### src/rtl/dma_evt_pkg.sv
package dma_evt_pkg;
  localparam int FN_W = 3;

  typedef enum logic [FN_W-1:0] {
    FN_PEND = 3'd0,
    FN_EN   = 3'd1,
    FN_SET  = 3'd2,
    FN_CLR  = 3'd3,
    FN_MISS = 3'd4
  } cfg_fn_e;
endpackage

### src/rtl/evt_regif.sv
module evt_regif
  import dma_evt_pkg::*;
#(
  parameter int NUM_CH = 64,
  parameter int REG_W  = 32,
  localparam int NWORD  = NUM_CH / REG_W,
  localparam int WSEL_W = $clog2(NWORD),
  localparam int ADDR_W = FN_W + WSEL_W
) (
  input  logic              clk,
  input  logic              rst_n,
  input  logic              cfg_we,
  input  logic [ADDR_W-1:0] cfg_addr,
  input  logic [REG_W-1:0]  cfg_wdata,
  output logic [REG_W-1:0]  cfg_rdata,
  input  logic [NUM_CH-1:0] pend,
  input  logic [NUM_CH-1:0] miss,
  output logic [NUM_CH-1:0] en,
  output logic [NUM_CH-1:0] set_vec,
  output logic [NUM_CH-1:0] clr_vec,
  output logic [NUM_CH-1:0] miss_clr_vec
);
  logic [FN_W-1:0]   fn;
  logic [WSEL_W-1:0] wsel;
  logic [REG_W-1:0]  en_w [NWORD];

  assign fn   = cfg_addr[ADDR_W-1:WSEL_W];
  assign wsel = cfg_addr[WSEL_W-1:0];

  for (genvar w = 0; w < NWORD; w++) begin : g_word
    logic hit;
    assign hit = cfg_we && (wsel == WSEL_W'(w));

    assign set_vec[w*REG_W +: REG_W]      = (hit && fn == FN_SET)  ? cfg_wdata : '0;
    assign clr_vec[w*REG_W +: REG_W]      = (hit && fn == FN_CLR)  ? cfg_wdata : '0;
    assign miss_clr_vec[w*REG_W +: REG_W] = (hit && fn == FN_MISS) ? cfg_wdata : '0;
    assign en[w*REG_W +: REG_W]           = en_w[w];

    always_ff @(posedge clk or negedge rst_n) begin
      if (!rst_n)                    en_w[w] <= '0;
      else if (hit && fn == FN_EN)   en_w[w] <= cfg_wdata;
    end
  end

  always_comb begin
    cfg_rdata = '0;
    case (fn)
      FN_PEND: cfg_rdata = pend[wsel*REG_W +: REG_W];
      FN_EN:   cfg_rdata = en[wsel*REG_W +: REG_W];
      FN_MISS: cfg_rdata = miss[wsel*REG_W +: REG_W];
      default: cfg_rdata = '0;
    endcase
  end
endmodule

### src/rtl/evt_bank.sv
module evt_bank #(
  parameter int NUM_CH = 64
) (
  input  logic              clk,
  input  logic              rst_n,
  input  logic [NUM_CH-1:0] hw_evt,
  input  logic [NUM_CH-1:0] chain_evt,
  input  logic [NUM_CH-1:0] set_vec,
  input  logic [NUM_CH-1:0] clr_vec,
  input  logic [NUM_CH-1:0] ack_vec,
  input  logic [NUM_CH-1:0] miss_clr_vec,
  output logic [NUM_CH-1:0] pend,
  output logic [NUM_CH-1:0] miss
);
  for (genvar c = 0; c < NUM_CH; c++) begin : g_ch
    logic trig, drop, lost;
    assign trig = hw_evt[c] | chain_evt[c] | set_vec[c];
    assign drop = clr_vec[c] | ack_vec[c];
    assign lost = trig & pend[c] & ~drop;

    always_ff @(posedge clk or negedge rst_n) begin
      if (!rst_n) begin
        pend[c] <= 1'b0;
        miss[c] <= 1'b0;
      end else begin
        pend[c] <= trig | (pend[c] & ~drop);
        miss[c] <= lost | (miss[c] & ~miss_clr_vec[c]);
      end
    end
  end
endmodule

### src/rtl/prio_pick.sv
module prio_pick #(
  parameter int NUM_CH = 64,
  localparam int CH_W = $clog2(NUM_CH)
) (
  input  logic [NUM_CH-1:0] elig,
  output logic              any,
  output logic [CH_W-1:0]   idx
);
  always_comb begin
    any = |elig;
    idx = '0;
    for (int i = NUM_CH - 1; i >= 0; i--) begin
      if (elig[i]) idx = CH_W'(i);
    end
  end
endmodule

### src/rtl/dma_evt_capture.sv
module dma_evt_capture
  import dma_evt_pkg::*;
#(
  parameter int NUM_CH = 64,
  parameter int REG_W  = 32,
  localparam int CH_W   = $clog2(NUM_CH),
  localparam int ADDR_W = FN_W + $clog2(NUM_CH / REG_W)
) (
  input  logic              clk,
  input  logic              rst_n,
  input  logic [NUM_CH-1:0] hw_evt,
  input  logic [NUM_CH-1:0] chain_evt,
  input  logic              cfg_we,
  input  logic [ADDR_W-1:0] cfg_addr,
  input  logic [REG_W-1:0]  cfg_wdata,
  output logic [REG_W-1:0]  cfg_rdata,
  output logic              req_valid,
  output logic [CH_W-1:0]   req_chan,
  input  logic              req_ready
);
  logic [NUM_CH-1:0] pend_q, miss_q, en_q;
  logic [NUM_CH-1:0] set_v, clr_v, mclr_v, ack_v;

  evt_regif #(.NUM_CH(NUM_CH), .REG_W(REG_W)) regif_i (
    .clk(clk), .rst_n(rst_n),
    .cfg_we(cfg_we), .cfg_addr(cfg_addr), .cfg_wdata(cfg_wdata), .cfg_rdata(cfg_rdata),
    .pend(pend_q), .miss(miss_q), .en(en_q),
    .set_vec(set_v), .clr_vec(clr_v), .miss_clr_vec(mclr_v)
  );

  evt_bank #(.NUM_CH(NUM_CH)) bank_i (
    .clk(clk), .rst_n(rst_n),
    .hw_evt(hw_evt), .chain_evt(chain_evt),
    .set_vec(set_v), .clr_vec(clr_v), .ack_vec(ack_v), .miss_clr_vec(mclr_v),
    .pend(pend_q), .miss(miss_q)
  );

  prio_pick #(.NUM_CH(NUM_CH)) pick_i (
    .elig(pend_q & en_q), .any(req_valid), .idx(req_chan)
  );

  assign ack_v = (req_valid && req_ready) ? (NUM_CH'(1) << req_chan) : '0;
endmodule

### config.mk
export PLATFORM = sky130hd
export DESIGN_NAME = dma_evt_capture
export DESIGN_NICKNAME = d
export VERILOG_FILES = /design/src/rtl/dma_evt_pkg.sv /design/src/rtl/evt_regif.sv /design/src/rtl/evt_bank.sv /design/src/rtl/prio_pick.sv /design/src/rtl/dma_evt_capture.sv
export SDC_FILE = /design/constraint.sdc
export NUM_CORES = 1
export LEC_CHECK = 0
export ABC_CLOCK_PERIOD_IN_PS = 4100
export CORE_UTILIZATION = 55
export DETAILED_ROUTE_END_ITERATION = 8
export HOLD_SLACK_MARGIN = 0.08
export MAX_ROUTING_LAYER = met4
export PLACE_DENSITY_LB_ADDON = 0.3
export SYNTH_ARGS = -nofsm -noshare
export SYNTH_HDL_FRONTEND = slang
export SYNTH_HIERARCHICAL = 1
export SYNTH_SLANG_ARGS = --single-unit
### constraint.sdc
create_clock -name clk -period 4.1 [get_ports clk]
set_clock_uncertainty 0.1 [all_clocks]
set_input_delay 0.615 -clock clk [delete_from_list [all_inputs] [get_ports clk]]
set_output_delay 0.615 -clock clk [all_outputs]
set_load 0.05 [all_outputs]
==> results.json <==
{
  "outcome": "finished, final reports clean",
  "place.gp.congestion": 0.962,
  "multi_input_area_um2": 7540,
  "cp-end-kind": "output pin",
  "grt_usage": 0.389,
  "antenna_found_initial": 2,
  "cap_viol_max_count": 0,
  "mappedNetlistNets": 1634,
  "path_delay_family": "compound AO/OA/AOI/OAI gates",
  "drc": 0,
  "synth-seq-cells": 192,
  "p_leak_nw": 6.88,
  "root_buffer": "clkbuf_16",
  "syn_area_um2": 13000,
  "max_freq_ghz": 0.267,
  "h-tree-depth": 4,
  "wirelength_um": 45300,
  "crit_required_ns": 3.38,
  "io_pins": 207,
  "cp_slowest_cell": "a2111oi_0",
  "core-area_um2": 22900,
  "finalSetupViolations": 0,
  "slew_headroom": 0.451,
  "ys.flop_type": "dfrtp_1",
  "synthCells": 1466,
  "cts_buffers": 17,
  "crit_chain": "and2_1 -> nor2_1 -> nand3_1 -> a2111oi_0 -> o21a_1 -> o31a_1 -> dlymetal6s2s_1",
  "ys_warn_count": 6,
  "clock_latency_ns": 0.45,
  "drive_above_1_share": 0.120,
  "port_buffers": 206,
  "rsz0062_at_grt": "false",
  "power_frac_comb": 0.330,
  "grt_pass1_vias": 12400,
  "cp_num_buf_inv": 1,
  "nets": 1810,
  "cts_hold_buf": 0,
  "clock_path_buffers": 2,
  "reg2reg_from": "bank_i/pend[13]",
  "worstMarginPinSlew_ns": 0.824,
  "async_flop_share": 1.00,
  "dr.pass1.iters": 8,
  "dieArea_um2": 24300,
  "min_period_ns": 3.75,
  "clkTransAtPathRegs_ns": 0.08,
  "synth_edf_count": 0,
  "die_x_um": 156,
  "syn_area_per_cell_um2": 8.89,
  "first_iter_violations": 1217,
  "hold_class": "input pin to asynchronous set/reset pin",
  "worst-setup-path-type": "flip-flop to output pin",
  "seqPwrFrac": 0.379,
  "irDropWorstVdd_v": 0.000209,
  "p_switching_mw": 2.10,
  "switching_share": 0.360,
  "seq_area_um2": 4800,
  "grt.overflow.total": 0,
  "hpwl_um": 30700,
  "reg2regPathDepth": 12,
  "worst_ep_arrival_time_ns": 3.04,
  "ant_nets": 0,
  "worstSetupStartpoint": "bank_i/pend[13]",
  "timing.final.crit_share": 0.915,
  "ys_seq_area_frac": 0.369,
  "slowest_delay_ns": 0.64,
  "hold_viol": 0,
  "cts_tree": "built",
  "regToRegSetupSlack_ns": 0.39,
  "grt_max_degree": 87,
  "startpoint_type": "flip-flop",
  "start_util": 0.569,
  "slew_violations": 0,
  "p_int_mw": 3.73,
  "dieHeight_um": 156,
  "clkSinkCount": 192,
  "grt_first_pass_wirelength_um": 69300,
  "power_density_nw_per_um2": 355,
  "area_delta_synth_final_pct": 26.0,
  "wl_per_cell_um": 23.0,
  "r2r-end": "bank_i/miss[49]",
  "rows": 55,
  "path_max_fanout": 6,
  "vias": 12800,
  "fin_setup_tns_ns": 0,
  "vias_per_cell": 6.50,
  "p_clk_frac": 0.291,
  "ys_types": 66,
  "fillers": 1737,
  "utilization": 0.717
}
-- per-stage QoR --
stage	setup WS [ns]	instances	instance area (um2)	power, mW	hold WS [ns]
after floorplan	0.106	1466	13000	3.31	0.219
after global routing	0.224	1969	16400	6.04	0.181
after detailed placement	0.531	1936	15800	4.10	0.415
after global placement	0.496	1936	15800	4.06	0.403
final	0.349	1969	16400	5.83	0.109
after CTS	0.0388	1968	16400	5.79	0.157
-- synthesized netlist by cell type, types with 3 or more instances --
cell / number / area [um2]
nand4_1: 3 / 18.8
o21bai_1: 3 / 22.5
a22oi_1: 32 / 240
mux2_1: 5 / 56.3
mux2_2: 29 / 327
a2111oi_0: 32 / 280
buf_6: 6 / 67.6
clkbuf_2: 4 / 20.0
nor3_1: 106 / 531
o211ai_1: 4 / 30.0
nor2b_1: 6 / 37.5
o31ai_1: 3 / 22.5
buf_4: 8 / 60.1
nand4b_1: 5 / 43.8
dfrtp_1: 192 / 4800
nand3_1: 6 / 30.0
nand2b_1: 13 / 81.3
a21oi_1: 11 / 55.1
nor4_1: 20 / 125
buf_2: 24 / 120
inv_1: 77 / 289
mux2_4: 30 / 450
clkbuf_1: 43 / 161
o22ai_1: 97 / 607
or3b_1: 65 / 569
o21ai_0: 7 / 35.0
o21a_1: 34 / 255
nand2_1: 77 / 289
or3_1: 3 / 18.8
o311a_1: 32 / 320
nor2_1: 117 / 439
buf_1: 6 / 22.5
or4_4: 3 / 33.8
nand4bb_1: 4 / 45.0
and2_1: 257 / 1610
or4_1: 3 / 22.5
a22o_1: 31 / 272
nand3b_1: 32 / 240
-- flip-flops by register name, summed over array words and instances, names as in the netlist --
register / flops
regif_i/en: 64
bank_i/miss: 64
bank_i/pend: 64
-- cell type report --
class	count	share of cell area
Antenna cell	1	0.000152
Clock buffer	18	0.0267
Clock inverter	14	0.00983
Inverter	77	0.0176
Multi-Input combinational cell	1106	0.459
Sequential cell	192	0.293
Tap cell	313	0.0238
Timing Repair Buffer	248	0.170
-- layout by cell type (no fill, tap or decap), drive strengths merged, types with 3 or more instances in the layout --
cell and n:
nand3b 34, or4 6, nand4bb 4, nor2b 7
nand4b 6, dfrtp 192, and2 257, a22o 31
o311ai 3, a2111oi 32, buf 82, nand4 3
or3b 65, nor4 22, inv 84, nor2 118
o21bai 3, mux2 64, or3 3, nor3 106
clkbuf 18, clkinv 6, a22oi 32, o21a 34
o211ai 4, nand3 7, o31ai 3, nand2 77
o311a 32, o21ai 8, a21boi 3, o22ai 97
clkdlybuf4s50 164, a21oi 11, nand2b 14
-- worst max path at each step --
stage	slack, ns	depth (start not counted)	to
floorplan	0.11	11	bank_i/miss[12]
global placement	0.50	7	req_chan[1]
detailed placement	0.53	7	req_valid
CTS	0.04	7	req_valid
global route	0.22	7	req_chan[1]
finish	0.35	7	req_chan[1]
-- cell families after synthesis --
logic type / Yosys count / share of synthesized area
AOI/OAI and AO/OA: 304 / 0.175
buffers and inverters: 168 / 0.0568
and+or+nand+nor: 738 / 0.335
DFF: 192 / 0.369
muxes: 64 / 0.0639
-- per-layer routing --
| metal | wire length, um | track usage | vias to the layer above |
|---|---|---|---|
| met5 | 0 | - | - |
| met4 | 2390 | 0.200 | 0 |
| met3 | 4950 | 0.0978 | 187 |
| met2 | 20700 | 0.600 | 874 |
| met1 | 17200 | 0.473 | 6082 |
| li1 | - | - | 5659 |
-- what timing repair did --
action	in CTS	in global routing
setup buffers	0	0
endpoints found under the setup margin	0	2
resized for setup	0	4
-- power groups by stage --
| stage | registers, mW | logic, mW | clock network (mW) |
|---|---|---|---|
| 2_1_floorplan | 2.19 | 1.11 | 0 |
| 3_3_place_gp | 2.22 | 1.84 | 0 |
| 3_5_place_dp | 2.24 | 1.86 | 0 |
| 4_1_cts | 2.20 | 1.87 | 1.71 |
| 5_1_grt | 2.23 | 2.01 | 1.79 |
| 6_report | 2.21 | 1.92 | 1.70 |
-- worst reg2reg max path: cells and delay by family, from the launching register on --
family,cells,cell delay [ns]
AND/OR/NAND/NOR,6,1.35
AO/OA/AOI/OAI,4,1.28
buffers and inverters,2,0.50
flip-flops,1,0.40
Power figures use the tool's default switching activity.
